==> src/rtl/tsq_pkg.sv <==
package tsq_pkg;

  typedef struct packed {
    logic [31:0] sec;
    logic [31:0] nsec;
    logic [15:0] seq;
    logic [3:0]  mtype;
    logic        is_tx;
  } stamp_rec_t;

  localparam int unsigned REC_W = $bits(stamp_rec_t);

  localparam logic [3:0] A_DIR_EN   = 4'h0;
  localparam logic [3:0] A_GLOBAL   = 4'h1;
  localparam logic [3:0] A_RD_CTRL  = 4'h2;
  localparam logic [3:0] A_STATUS   = 4'h3;
  localparam logic [3:0] A_NS_LO    = 4'h4;
  localparam logic [3:0] A_NS_HI    = 4'h5;
  localparam logic [3:0] A_SEC_LO   = 4'h6;
  localparam logic [3:0] A_SEC_HI   = 4'h7;
  localparam logic [3:0] A_SEQ      = 4'h8;
  localparam logic [3:0] A_INFO     = 4'h9;

  typedef enum logic [1:0] {
    RD_IDLE   = 2'd0,
    RD_FROZEN = 2'd1,
    RD_ENDING = 2'd2
  } rd_state_e;

endpackage

==> src/rtl/tsq_capture.sv <==
module tsq_capture (
  input  logic sop,
  input  logic sop_tx,
  input  logic en_tx,
  input  logic en_rx,
  input  logic en_global,
  input  logic full,
  output logic push,
  output logic drop
);

  logic dir_ok;
  logic hit;

  always_comb begin
    dir_ok = sop_tx ? en_tx : en_rx;
    hit    = sop & en_global & dir_ok;
    push   = hit & ~full;
    drop   = hit & full;
  end

  always_comb begin
    if (push) assert_push_enabled_R3: assert (en_global && (sop_tx ? en_tx : en_rx));
  end

endmodule

==> src/rtl/tsq_fifo.sv <==
module tsq_fifo #(
  parameter int unsigned DEPTH = 8
) (
  input  logic                clk,
  input  logic                rst_n,
  input  logic                push,
  input  tsq_pkg::stamp_rec_t wr_rec,
  input  logic                pop,
  output tsq_pkg::stamp_rec_t head,
  output logic                empty,
  output logic                full
);
  import tsq_pkg::*;

  localparam int unsigned PTR_W = (DEPTH > 1) ? $clog2(DEPTH) : 1;
  localparam int unsigned CNT_W = $clog2(DEPTH + 1);
  localparam logic [PTR_W-1:0] LAST = PTR_W'(DEPTH - 1);
  localparam logic [CNT_W-1:0] CAP  = CNT_W'(DEPTH);

  stamp_rec_t       mem_q [DEPTH];
  logic [PTR_W-1:0] wr_ptr_q, wr_ptr_d;
  logic [PTR_W-1:0] rd_ptr_q, rd_ptr_d;
  logic [CNT_W-1:0] cnt_q, cnt_d;
  logic             do_wr, do_rd;

  always_comb begin
    empty    = (cnt_q == '0);
    full     = (cnt_q == CAP);
    do_wr    = push & ~full;
    do_rd    = pop & ~empty;
    wr_ptr_d = wr_ptr_q;
    rd_ptr_d = rd_ptr_q;
    cnt_d    = cnt_q;
    if (do_wr) wr_ptr_d = (wr_ptr_q == LAST) ? '0 : wr_ptr_q + 1'b1;
    if (do_rd) rd_ptr_d = (rd_ptr_q == LAST) ? '0 : rd_ptr_q + 1'b1;
    case ({do_wr, do_rd})
      2'b10:   cnt_d = cnt_q + 1'b1;
      2'b01:   cnt_d = cnt_q - 1'b1;
      default: cnt_d = cnt_q;
    endcase
    head = mem_q[rd_ptr_q];
  end

  always_ff @(posedge clk or negedge rst_n) begin
    if (!rst_n) begin
      wr_ptr_q <= '0;
      rd_ptr_q <= '0;
      cnt_q    <= '0;
    end else begin
      wr_ptr_q <= wr_ptr_d;
      rd_ptr_q <= rd_ptr_d;
      cnt_q    <= cnt_d;
    end
  end

  for (genvar i = 0; i < DEPTH; i++) begin : g_slot
    always_ff @(posedge clk) begin
      if (do_wr && (wr_ptr_q == PTR_W'(i))) mem_q[i] <= wr_rec;
    end
  end

  assert_count_bound_R8: assert property (@(posedge clk) disable iff (!rst_n)
    cnt_q <= CAP);
  assert_no_push_full_R8: assert property (@(posedge clk) disable iff (!rst_n)
    push |-> !full);
  assert_pop_nonempty_R7: assert property (@(posedge clk) disable iff (!rst_n)
    pop |-> !empty);
  assert_full_holds_R8: assert property (@(posedge clk) disable iff (!rst_n)
    (full && !pop) |=> full);

endmodule

==> src/rtl/tsq_readout.sv <==
module tsq_readout (
  input  logic                clk,
  input  logic                rst_n,
  input  logic                start_wr,
  input  logic                end_wr,
  input  logic                zero_wr,
  input  tsq_pkg::stamp_rec_t head,
  input  logic                empty,
  output logic                pop,
  output tsq_pkg::stamp_rec_t snap
);
  import tsq_pkg::*;

  rd_state_e  st_q, st_d;
  stamp_rec_t snap_q, snap_d;
  logic       held_q, held_d;

  always_comb begin
    st_d   = st_q;
    snap_d = snap_q;
    held_d = held_q;
    pop    = 1'b0;
    if (start_wr) begin
      snap_d = empty ? '0 : head;
      held_d = ~empty;
      st_d   = RD_FROZEN;
    end else begin
      case (st_q)
        RD_FROZEN: if (end_wr) st_d = RD_ENDING;
        RD_ENDING: if (zero_wr) begin
          pop    = held_q;
          held_d = 1'b0;
          st_d   = RD_IDLE;
        end
        default: st_d = RD_IDLE;
      endcase
    end
    snap = snap_q;
  end

  always_ff @(posedge clk or negedge rst_n) begin
    if (!rst_n) begin
      st_q   <= RD_IDLE;
      snap_q <= '0;
      held_q <= 1'b0;
    end else begin
      st_q   <= st_d;
      snap_q <= snap_d;
      held_q <= held_d;
    end
  end

  assert_snap_stable_R6: assert property (@(posedge clk) disable iff (!rst_n)
    !start_wr |=> $stable(snap_q));
  assert_pop_after_end_R10: assert property (@(posedge clk) disable iff (!rst_n)
    pop |-> (st_q == RD_ENDING));
  assert_empty_snap_zero_R9: assert property (@(posedge clk) disable iff (!rst_n)
    (start_wr && empty) |=> (snap_q == '0));

endmodule

==> src/rtl/ptp_stamp_queue.sv <==
module ptp_stamp_queue #(
  parameter int unsigned DEPTH = 8
) (
  input  logic        clk,
  input  logic        rst_n,
  input  logic [63:0] time_now,
  input  logic        sop,
  input  logic        sop_tx,
  input  logic [3:0]  sop_msg_type,
  input  logic [15:0] sop_seq_id,
  input  logic        reg_we,
  input  logic [3:0]  reg_addr,
  input  logic [15:0] reg_wdata,
  output logic [15:0] reg_rdata
);
  import tsq_pkg::*;

  logic       en_tx_q, en_tx_d;
  logic       en_rx_q, en_rx_d;
  logic       en_glb_q, en_glb_d;
  logic       ovf_q, ovf_d;
  logic       push, drop, pop, empty, full;
  logic       start_wr, end_wr, zero_wr, ovf_clr;
  stamp_rec_t new_rec, head, snap;

  always_comb begin
    new_rec.sec   = time_now[63:32];
    new_rec.nsec  = time_now[31:0];
    new_rec.seq   = sop_seq_id;
    new_rec.mtype = sop_msg_type;
    new_rec.is_tx = sop_tx;
  end

  always_comb begin
    start_wr = reg_we && (reg_addr == A_RD_CTRL) && reg_wdata[0];
    end_wr   = reg_we && (reg_addr == A_RD_CTRL) && !reg_wdata[0] && reg_wdata[1];
    zero_wr  = reg_we && (reg_addr == A_RD_CTRL) && (reg_wdata[1:0] == 2'b00);
    ovf_clr  = reg_we && (reg_addr == A_STATUS) && reg_wdata[2];
    en_tx_d  = en_tx_q;
    en_rx_d  = en_rx_q;
    en_glb_d = en_glb_q;
    if (reg_we && (reg_addr == A_DIR_EN)) begin
      en_tx_d = reg_wdata[0];
      en_rx_d = reg_wdata[8];
    end
    if (reg_we && (reg_addr == A_GLOBAL)) en_glb_d = reg_wdata[0];
    ovf_d = drop ? 1'b1 : (ovf_clr ? 1'b0 : ovf_q);
  end

  always_ff @(posedge clk or negedge rst_n) begin
    if (!rst_n) begin
      en_tx_q  <= 1'b0;
      en_rx_q  <= 1'b0;
      en_glb_q <= 1'b0;
      ovf_q    <= 1'b0;
    end else begin
      en_tx_q  <= en_tx_d;
      en_rx_q  <= en_rx_d;
      en_glb_q <= en_glb_d;
      ovf_q    <= ovf_d;
    end
  end

  tsq_capture u_capture (
    .sop       (sop),
    .sop_tx    (sop_tx),
    .en_tx     (en_tx_q),
    .en_rx     (en_rx_q),
    .en_global (en_glb_q),
    .full      (full),
    .push      (push),
    .drop      (drop)
  );

  tsq_fifo #(.DEPTH(DEPTH)) u_fifo (
    .clk    (clk),
    .rst_n  (rst_n),
    .push   (push),
    .wr_rec (new_rec),
    .pop    (pop),
    .head   (head),
    .empty  (empty),
    .full   (full)
  );

  tsq_readout u_readout (
    .clk      (clk),
    .rst_n    (rst_n),
    .start_wr (start_wr),
    .end_wr   (end_wr),
    .zero_wr  (zero_wr),
    .head     (head),
    .empty    (empty),
    .pop      (pop),
    .snap     (snap)
  );

  always_comb begin
    case (reg_addr)
      A_DIR_EN:  reg_rdata = {7'b0, en_rx_q, 7'b0, en_tx_q};
      A_GLOBAL:  reg_rdata = {15'b0, en_glb_q};
      A_STATUS:  reg_rdata = {13'b0, ovf_q, ~empty, 1'b0};
      A_NS_LO:   reg_rdata = snap.nsec[15:0];
      A_NS_HI:   reg_rdata = snap.nsec[31:16];
      A_SEC_LO:  reg_rdata = snap.sec[15:0];
      A_SEC_HI:  reg_rdata = snap.sec[31:16];
      A_SEQ:     reg_rdata = snap.seq;
      A_INFO:    reg_rdata = {snap.mtype, snap.is_tx, 11'b0};
      default:   reg_rdata = 16'h0000;
    endcase
  end

  assert_ovf_sticky_R8: assert property (@(posedge clk) disable iff (!rst_n)
    (ovf_q && !ovf_clr) |=> ovf_q);
  assert_drop_sets_ovf_R8: assert property (@(posedge clk) disable iff (!rst_n)
    drop |=> ovf_q);
  assert_pending_rise_R4: assert property (@(posedge clk) disable iff (!rst_n)
    push |=> !empty);

endmodule

==> config.mk <==
export PLATFORM = sky130hd
export DESIGN_NAME = ptp_stamp_queue
export DESIGN_NICKNAME = d
export VERILOG_FILES = /design/src/rtl/tsq_pkg.sv /design/src/rtl/tsq_capture.sv /design/src/rtl/tsq_fifo.sv /design/src/rtl/tsq_readout.sv /design/src/rtl/ptp_stamp_queue.sv
export SDC_FILE = /design/constraint.sdc
export NUM_CORES = 1
export LEC_CHECK = 0
export BUFFER_PORTS_ARGS = -buffer_cell sky130_fd_sc_hd__buf_2
export CELL_PAD_IN_SITES_DETAIL_PLACEMENT = 0
export CELL_PAD_IN_SITES_GLOBAL_PLACEMENT = 1
export CORE_MARGIN = 3
export CORE_UTILIZATION = 49
export DETAILED_ROUTE_END_ITERATION = 10
export GPL_ROUTABILITY_DRIVEN = 0
export HOLD_SLACK_MARGIN = 0.02
export PLACE_DENSITY_LB_ADDON = 0.1
export SLEW_MARGIN = 20
export SYNTH_ARGS = -nofsm -noshare
export SYNTH_HDL_FRONTEND = slang
export SYNTH_HIERARCHICAL = 1
export SYNTH_SLANG_ARGS = --single-unit
==> constraint.sdc <==
create_clock -name clk -period 4.13 [get_ports clk]
set_clock_uncertainty 0.2 [all_clocks]
set_input_delay 0.413 -clock clk [delete_from_list [all_inputs] [get_ports clk]]
set_output_delay 0.413 -clock clk [all_outputs]
set_load 0.01 [all_outputs]
**Word level (Yosys, flattened, before mapping)**

Memories as Yosys holds them, arrays and structs flattened.
Index checks and enable logic that the tools add are counted.

- Add/subtract/negate cells: 4
- Equality and inequality tests: 24
- Mux-type cells: 55
- Bitwise operators: 8
- Reductions and logical operators: 35

Operator list:

| operator | count |
|---|---|
| 85-bit two-way mux | 8 |
| 85-bit OR reduction | 7 |
| 16-bit one-hot mux with 9 select lines | 1 |
| 1-bit two-way mux | 32 |
| 3-bit two-way mux | 9 |
| 1-bit logical AND | 17 |
| 4-bit by 3-bit == test with 1-bit output (second input constant) | 4 |
| 3-bit == test (second input constant) | 5 |
| 4-bit == test (second input constant) | 3 |
| 4-bit by 2-bit == test with 1-bit output (second input constant) | 2 |
| 4-bit logical NOT | 2 |
| 4-bit one-hot mux with 2 select lines | 1 |
| 2-bit nonzero test | 4 |
| 3-bit by 1-bit adder with 3-bit output (second input constant) | 2 |
| 1-bit bitwise AND | 6 |
| 3-bit by 2-bit == test with 1-bit output (second input constant) | 2 |
| 2-bit two-way mux | 3 |
| 4-bit by 1-bit adder with 4-bit output (second input constant) | 1 |
| 2-bit by 1-bit == test with 1-bit output (second input constant) | 2 |
| 2-bit == test (second input constant) | 2 |
| 4-bit by 1-bit == test with 1-bit output (second input constant) | 1 |
| 2-bit one-hot mux with 2 select lines | 1 |
| 2-bit AND reduction | 2 |
| 4-bit by 1-bit subtractor with 4-bit output (second input constant) | 1 |
| other kinds (7) | 8 |

- Register bits after elaboration: 102
- Bits in writable memories: 680
- Word-level logic and storage cells: 141
- Memories: 1

Memory list:

| name | depth | width | read ports | clocked after memory_dff | write ports | RTL line | RTL |
|---|---|---|---|---|---|---|---|
| u_fifo.mem_q | 8 | 85 | 1 | 0 | 1 | tsq_fifo.sv:20 | `stamp_rec_t mem_q [DEPTH];` |

**Longest topological paths before layout**

- Word-level depth: 15
- Gate-level depth with buffers: 14
- Mapped depth without buffers: 12

**Hierarchy**

The synthesis kept the hierarchy.

Modules (own cells, without submodules):

| module | times used | cells an instance | area each (um^2) | seq. area each (um^2) |
|---|---|---|---|---|
| tsq_fifo | 1 | 1057 | 26609.3 | 20669.8 |
| tsq_readout | 1 | 377 | 3833.7 | 2202.1 |
| ptp_stamp_queue | 1 | 123 | 1039.7 | 100.1 |
| tsq_capture | 1 | 4 | 36.3 | 0.0 |

**Least setup slack after synthesis**

No wires, ideal clock.

- Kind: reg2reg
- From: register u_fifo.cnt_q[0]
- To: memory u_fifo/mem_q[0][0] (netlist bit) (enable)
- Data arrival time: 3483 ps
- Data required time: 3477 ps
- Setup slack: -7 ps
- Stages on the path, launching flop included: 8
- Cell sequence: dfrtp_1 > buf_2 > nor3_1 > and2_1 > nor3_2 > a21boi_0 > clkbuf_1 > and3_1

- Cells in the longest elaborated chain, start to end: 15
- Elaborated cells on any way between the ends: 49
- Classes of those cells: 1 x eq/ne; 30 x mux; 3 x bitwise; 15 x reduce/logical

RTL lines:

| element | RTL line | RTL |
|---|---|---|
| start, declared | tsq_fifo.sv:23 | `logic [CNT_W-1:0] cnt_q, cnt_d;` |
| start signal, assigned | tsq_fifo.sv:52 | `cnt_q <= cnt_d;` |
| 4-bit == test * | tsq_fifo.sv:28 | `full = (cnt_q == CAP);` |
| net full | ptp_stamp_queue.sv:22 | `logic push, drop, pop, empty, full;` |
| 1-bit inverter * | tsq_capture.sv:18 | `push = hit & ~full;` |
| 1-bit bitwise AND * | tsq_capture.sv:18 |  |
| net push | ptp_stamp_queue.sv:22 |  |
| 1-bit bitwise AND * | tsq_fifo.sv:29 | `do_wr = push & ~full;` |
| 1-bit logical AND | tsq_fifo.sv:58 | `if (do_wr && (wr_ptr_q == PTR_W'(i))) mem_q[i] <= wr_rec;` |
| 1-bit two-way mux | tsq_fifo.sv:58 |  |
| 1-bit two-way mux (implied by the code) | tsq_fifo.sv:58 |  |
| 85-bit OR reduction (no source line) | n/a |  |
| 3-bit two-way mux (no source line) / 1-bit two-way mux (equally long branches) (7 in series) | n/a |  |
| end, declared | tsq_fifo.sv:20 |  |

Mark *: on every way through the listed nets, which the timed path passes. The rest lies on a longest branch.

**Final worst setup path**

- From: register u_fifo.cnt_q[0]
- To: register u_fifo.cnt_q[3]

- Cells in the longest elaborated chain, start to end: 6
- Elaborated cells on any way between the ends: 13
- Classes of those cells: 2 x add/sub; 3 x eq/ne; 1 x mux; 5 x bitwise; 2 x reduce/logical

RTL lines:

| element | RTL line | RTL |
|---|---|---|
| 4-bit == test * | tsq_fifo.sv:28 |  |
| net full | ptp_stamp_queue.sv:22 |  |
| 1-bit inverter * | tsq_capture.sv:18 |  |
| 1-bit bitwise AND * | tsq_capture.sv:18 |  |
| net push | ptp_stamp_queue.sv:22 |  |
| 1-bit bitwise AND * | tsq_fifo.sv:29 |  |
| 2-bit by 1-bit == test with 1-bit output / 2-bit == test (equally long branches) | tsq_fifo.sv:36 | `case ({do_wr, do_rd})` |
| 4-bit one-hot mux with 2 select lines / 2-bit nonzero test (equally long branches) | n/a |  |

Marks and branches as above.
A chain may end at the register's enable or synchronous reset.

==> results.json <==
{
  "syn_to_final_growth_pct": 17.0,
  "clk_latency_ns": 0.63,
  "max_slew_margin_pct": 41.7,
  "grt_max_degree": 93,
  "setup_viol": 0,
  "yosysWarnings": 6,
  "reg2reg_to": "u_fifo/cnt_q[3]",
  "die_area_um2": 67400,
  "ys.flop_type": "edfxtp_1",
  "start_util_pct": 49.8,
  "period_share_pct": 81.9,
  "synth.avg_cell_area_um2": 20.2,
  "avgRoutedWirePerCell_um": 25.1,
  "async_flop_share_pct": 13.0,
  "worst_ep_arrival_time_ns": 3.67,
  "cp_top_family": "simple AND/OR/NAND/NOR gates",
  "die_h_um": 260,
  "grt-ovfl-total": 0,
  "ir_drop_mv": 0.388,
  "htreeDepth": 3,
  "yosys.area_share.xor_xnor_pct": 0.0556,
  "placed_area_um2": 33200,
  "drv_slew": 0,
  "yosys.area.top_type": "edfxtp_1",
  "cts_buffer_depth": 3,
  "synth_simple_gate_area_share_pct": 3.60,
  "grt_pass1_vias": 15900,
  "layout_min_cycle_time_ns": 3.38,
  "final_common_cell": "edfxtp_1",
  "crit_cells": 11,
  "cp-startpoint": "u_fifo/cnt_q[0]",
  "synth_top_family_by_area": "multiplexers",
  "num_vias": 15400,
  "drive_above_1_share_pct": 30.7,
  "cp_common_cell": "ha_1",
  "postSynthCellCount": 1561,
  "path_max_fanout": 12,
  "clock-sinks": 782,
  "synth_seq_area_share_pct": 72.9,
  "diodes": 0,
  "grt_usage_pct": 20.8,
  "status": "finished clean",
  "yosysTopAreaCellShare_pct": 64.8,
  "synth_edf_count": 680,
  "design_area_um2": 36900,
  "ioPinCount": 125,
  "synth_fa_ha_area_share_pct": 0.500,
  "cap_violations": 0,
  "worstMarginPinSlew_ns": 0.872,
  "worst_setup_path_start_kind": "flop",
  "cts_buffers": 81,
  "synth_area_um2": 31500,
  "tns_ns": 0,
  "crit_required_ns": 4.42,
  "worst-path-buf-inv": 2,
  "yosys_register_bits": 782,
  "core_um2": 63300,
  "layout_common_cells": "edfxtp_1, mux4_2, buf_2",
  "wl_mm": 68.3,
  "critPathSlowestCell": "or4b_2",
  "drtIter0Drc": 1187,
  "antenna_found_initial": 0,
  "p_leak_nw": 12.4,
  "clk_pin_slew_ns": 0.06,
  "post-dp-hpwl_mm": 40.5,
  "fmax_mhz": 296,
  "drtPass1Iterations": 7,
  "synth_nets": 1682,
  "hold_class": "primary input to flop",
  "hold_path_depth": 4,
  "end_kind": "flop",
  "place.port_buffers": 112,
  "ys_top_cells_by_area": "edfxtp_1, mux4_2, dfrtp_1",
  "slowest_delay_ns": 0.68,
  "rsz0062_at_grt": "no",
  "drc_errors": 0,
  "power_density_nw_per_um2": 489,
  "synth_mux_area_share_pct": 17.0,
  "cts_tree": "yes",
  "rows": 92,
  "fp.dieW_um": 260,
  "cts-root-buf": "clkbuf_16",
  "grt_pass1_wl_mm": 103,
  "synth_compound_gate_area_share_pct": 2.78,
  "ant_nets": 0,
  "vias_per_cell": 5.65,
  "post-cts-setup-buffers": 0,
  "r2r_slack_ns": 0.75,
  "path_cells": "nor3_1 -> and2_1 -> nor3_2 -> a21boi_0 -> buf_4 -> inv_1 -> ha_1 -> ha_1 -> or4b_2 -> o311ai_0 -> o211ai_1",
  "r2r_cells": 11,
  "yosysUniqueCellTypes": 58,
  "reg2reg_from": "u_fifo/cnt_q[0]",
  "cp-endpoint": "u_fifo/cnt_q[3]",
  "nets": 1928,
  "crit_type": "flop to flop",
  "hold_viol": 0
}
## synth_stat cells, types with 11 or more instances
cell type,instances
a22oi_1,15
buf_2,44
buf_6,11
clkbuf_1,19
dfrtp_1,102
edfxtp_1,680
ha_1,11
inv_1,93
mux2_2,20
mux2_4,78
mux4_2,173
nand3b_1,92
o21ai_0,16
o21ai_1,75
## layer usage
metal | global-route usage [%] | part of all wire (%) | vias up
li1 | - | - | 6773
met4 | 4.61 | 1.4 | 0
met3 | 3.64 | 5.6 | 68
met5 | 0 | 0 | -
met2 | 32.9 | 48 | 362
met1 | 30.5 | 45 | 8175
## kinds of logic (layout without fill, tap and decap cells)
logic type / after synthesis / after routing
adders and majority gates: 12 / 12
AOI/OAI and AO/OA: 144 / 144
muxes: 277 / 277
buffers and inverters: 187 / 502
xor gates and xnor gates: 2 / 2
DFF: 782 / 782
and+or+nand+nor: 157 / 157
## where the power goes
group	switching [mW]	internal, mW	leakage (nW)
Combinational	0.673	0.532	3.79
Clock	2.99	4.55	1.34
Sequential	0.264	9.04	7.30
## state kept, by name, summed over array words and instances (netlist names)
name              flops
u_readout/snap       85
u_fifo/wr_ptr_q       3
en_tx_q               1
u_readout/st_q        2
u_fifo/cnt_q          4
u_fifo/mem_q        680
ovf_q                 1
u_readout/held_q      1
en_glb_q              1
en_rx_q               1
u_fifo/rd_ptr_q       3
## worst min path at each step
stage,startpoint,slack (ns),endpoint
after global placement,u_readout/held_q,0.29,u_readout/held_q
after floorplan,rst_n,-0.08,en_glb_q
after global routing,sop,0.07,ovf_q
after detailed placement,u_readout/held_q,0.30,u_readout/held_q
after CTS,sop,0.03,ovf_q
final,sop,0.06,ovf_q
## repair_timing
item,CTS,global route
resized for setup,0,0
hold buffers,90,0
endpoints found under the hold margin,739,0
endpoints found under the setup margin,0,0
## tightest hold or removal path: cells and delay by family
kind | cells | cell delay, ns
and+or+nand+nor | 2 | 0.16
AOI/OAI and AO/OA | 1 | 0.15
buffers and inverters | 1 | 0.11
## per-stage QoR
step	utilization, %	total power, mW	instances	hold WS, ns	setup slack, ns
after detailed placement	52.4	10.6	2480	0.302	0.363
after global placement	52.4	10.6	2480	0.292	0.398
after global routing	58.2	18.7	2722	0.0747	0.582
final	58.2	18.0	2722	0.0637	0.746
after floorplan	-	10.1	1561	-0.0826	0.0337
after CTS	58.2	18.3	2722	0.0260	0.742
## cell type report
class                   count  area, µm²
clock inverters            50        603
flip-flops and latches    782      23000
clock buffers             102       2170
multi-input cells         592       7580
well taps                 846       1060
fillers                  4805      26400
inverters                  94        353
repair buffers            256       2120
Power figures use the tool's default switching activity.
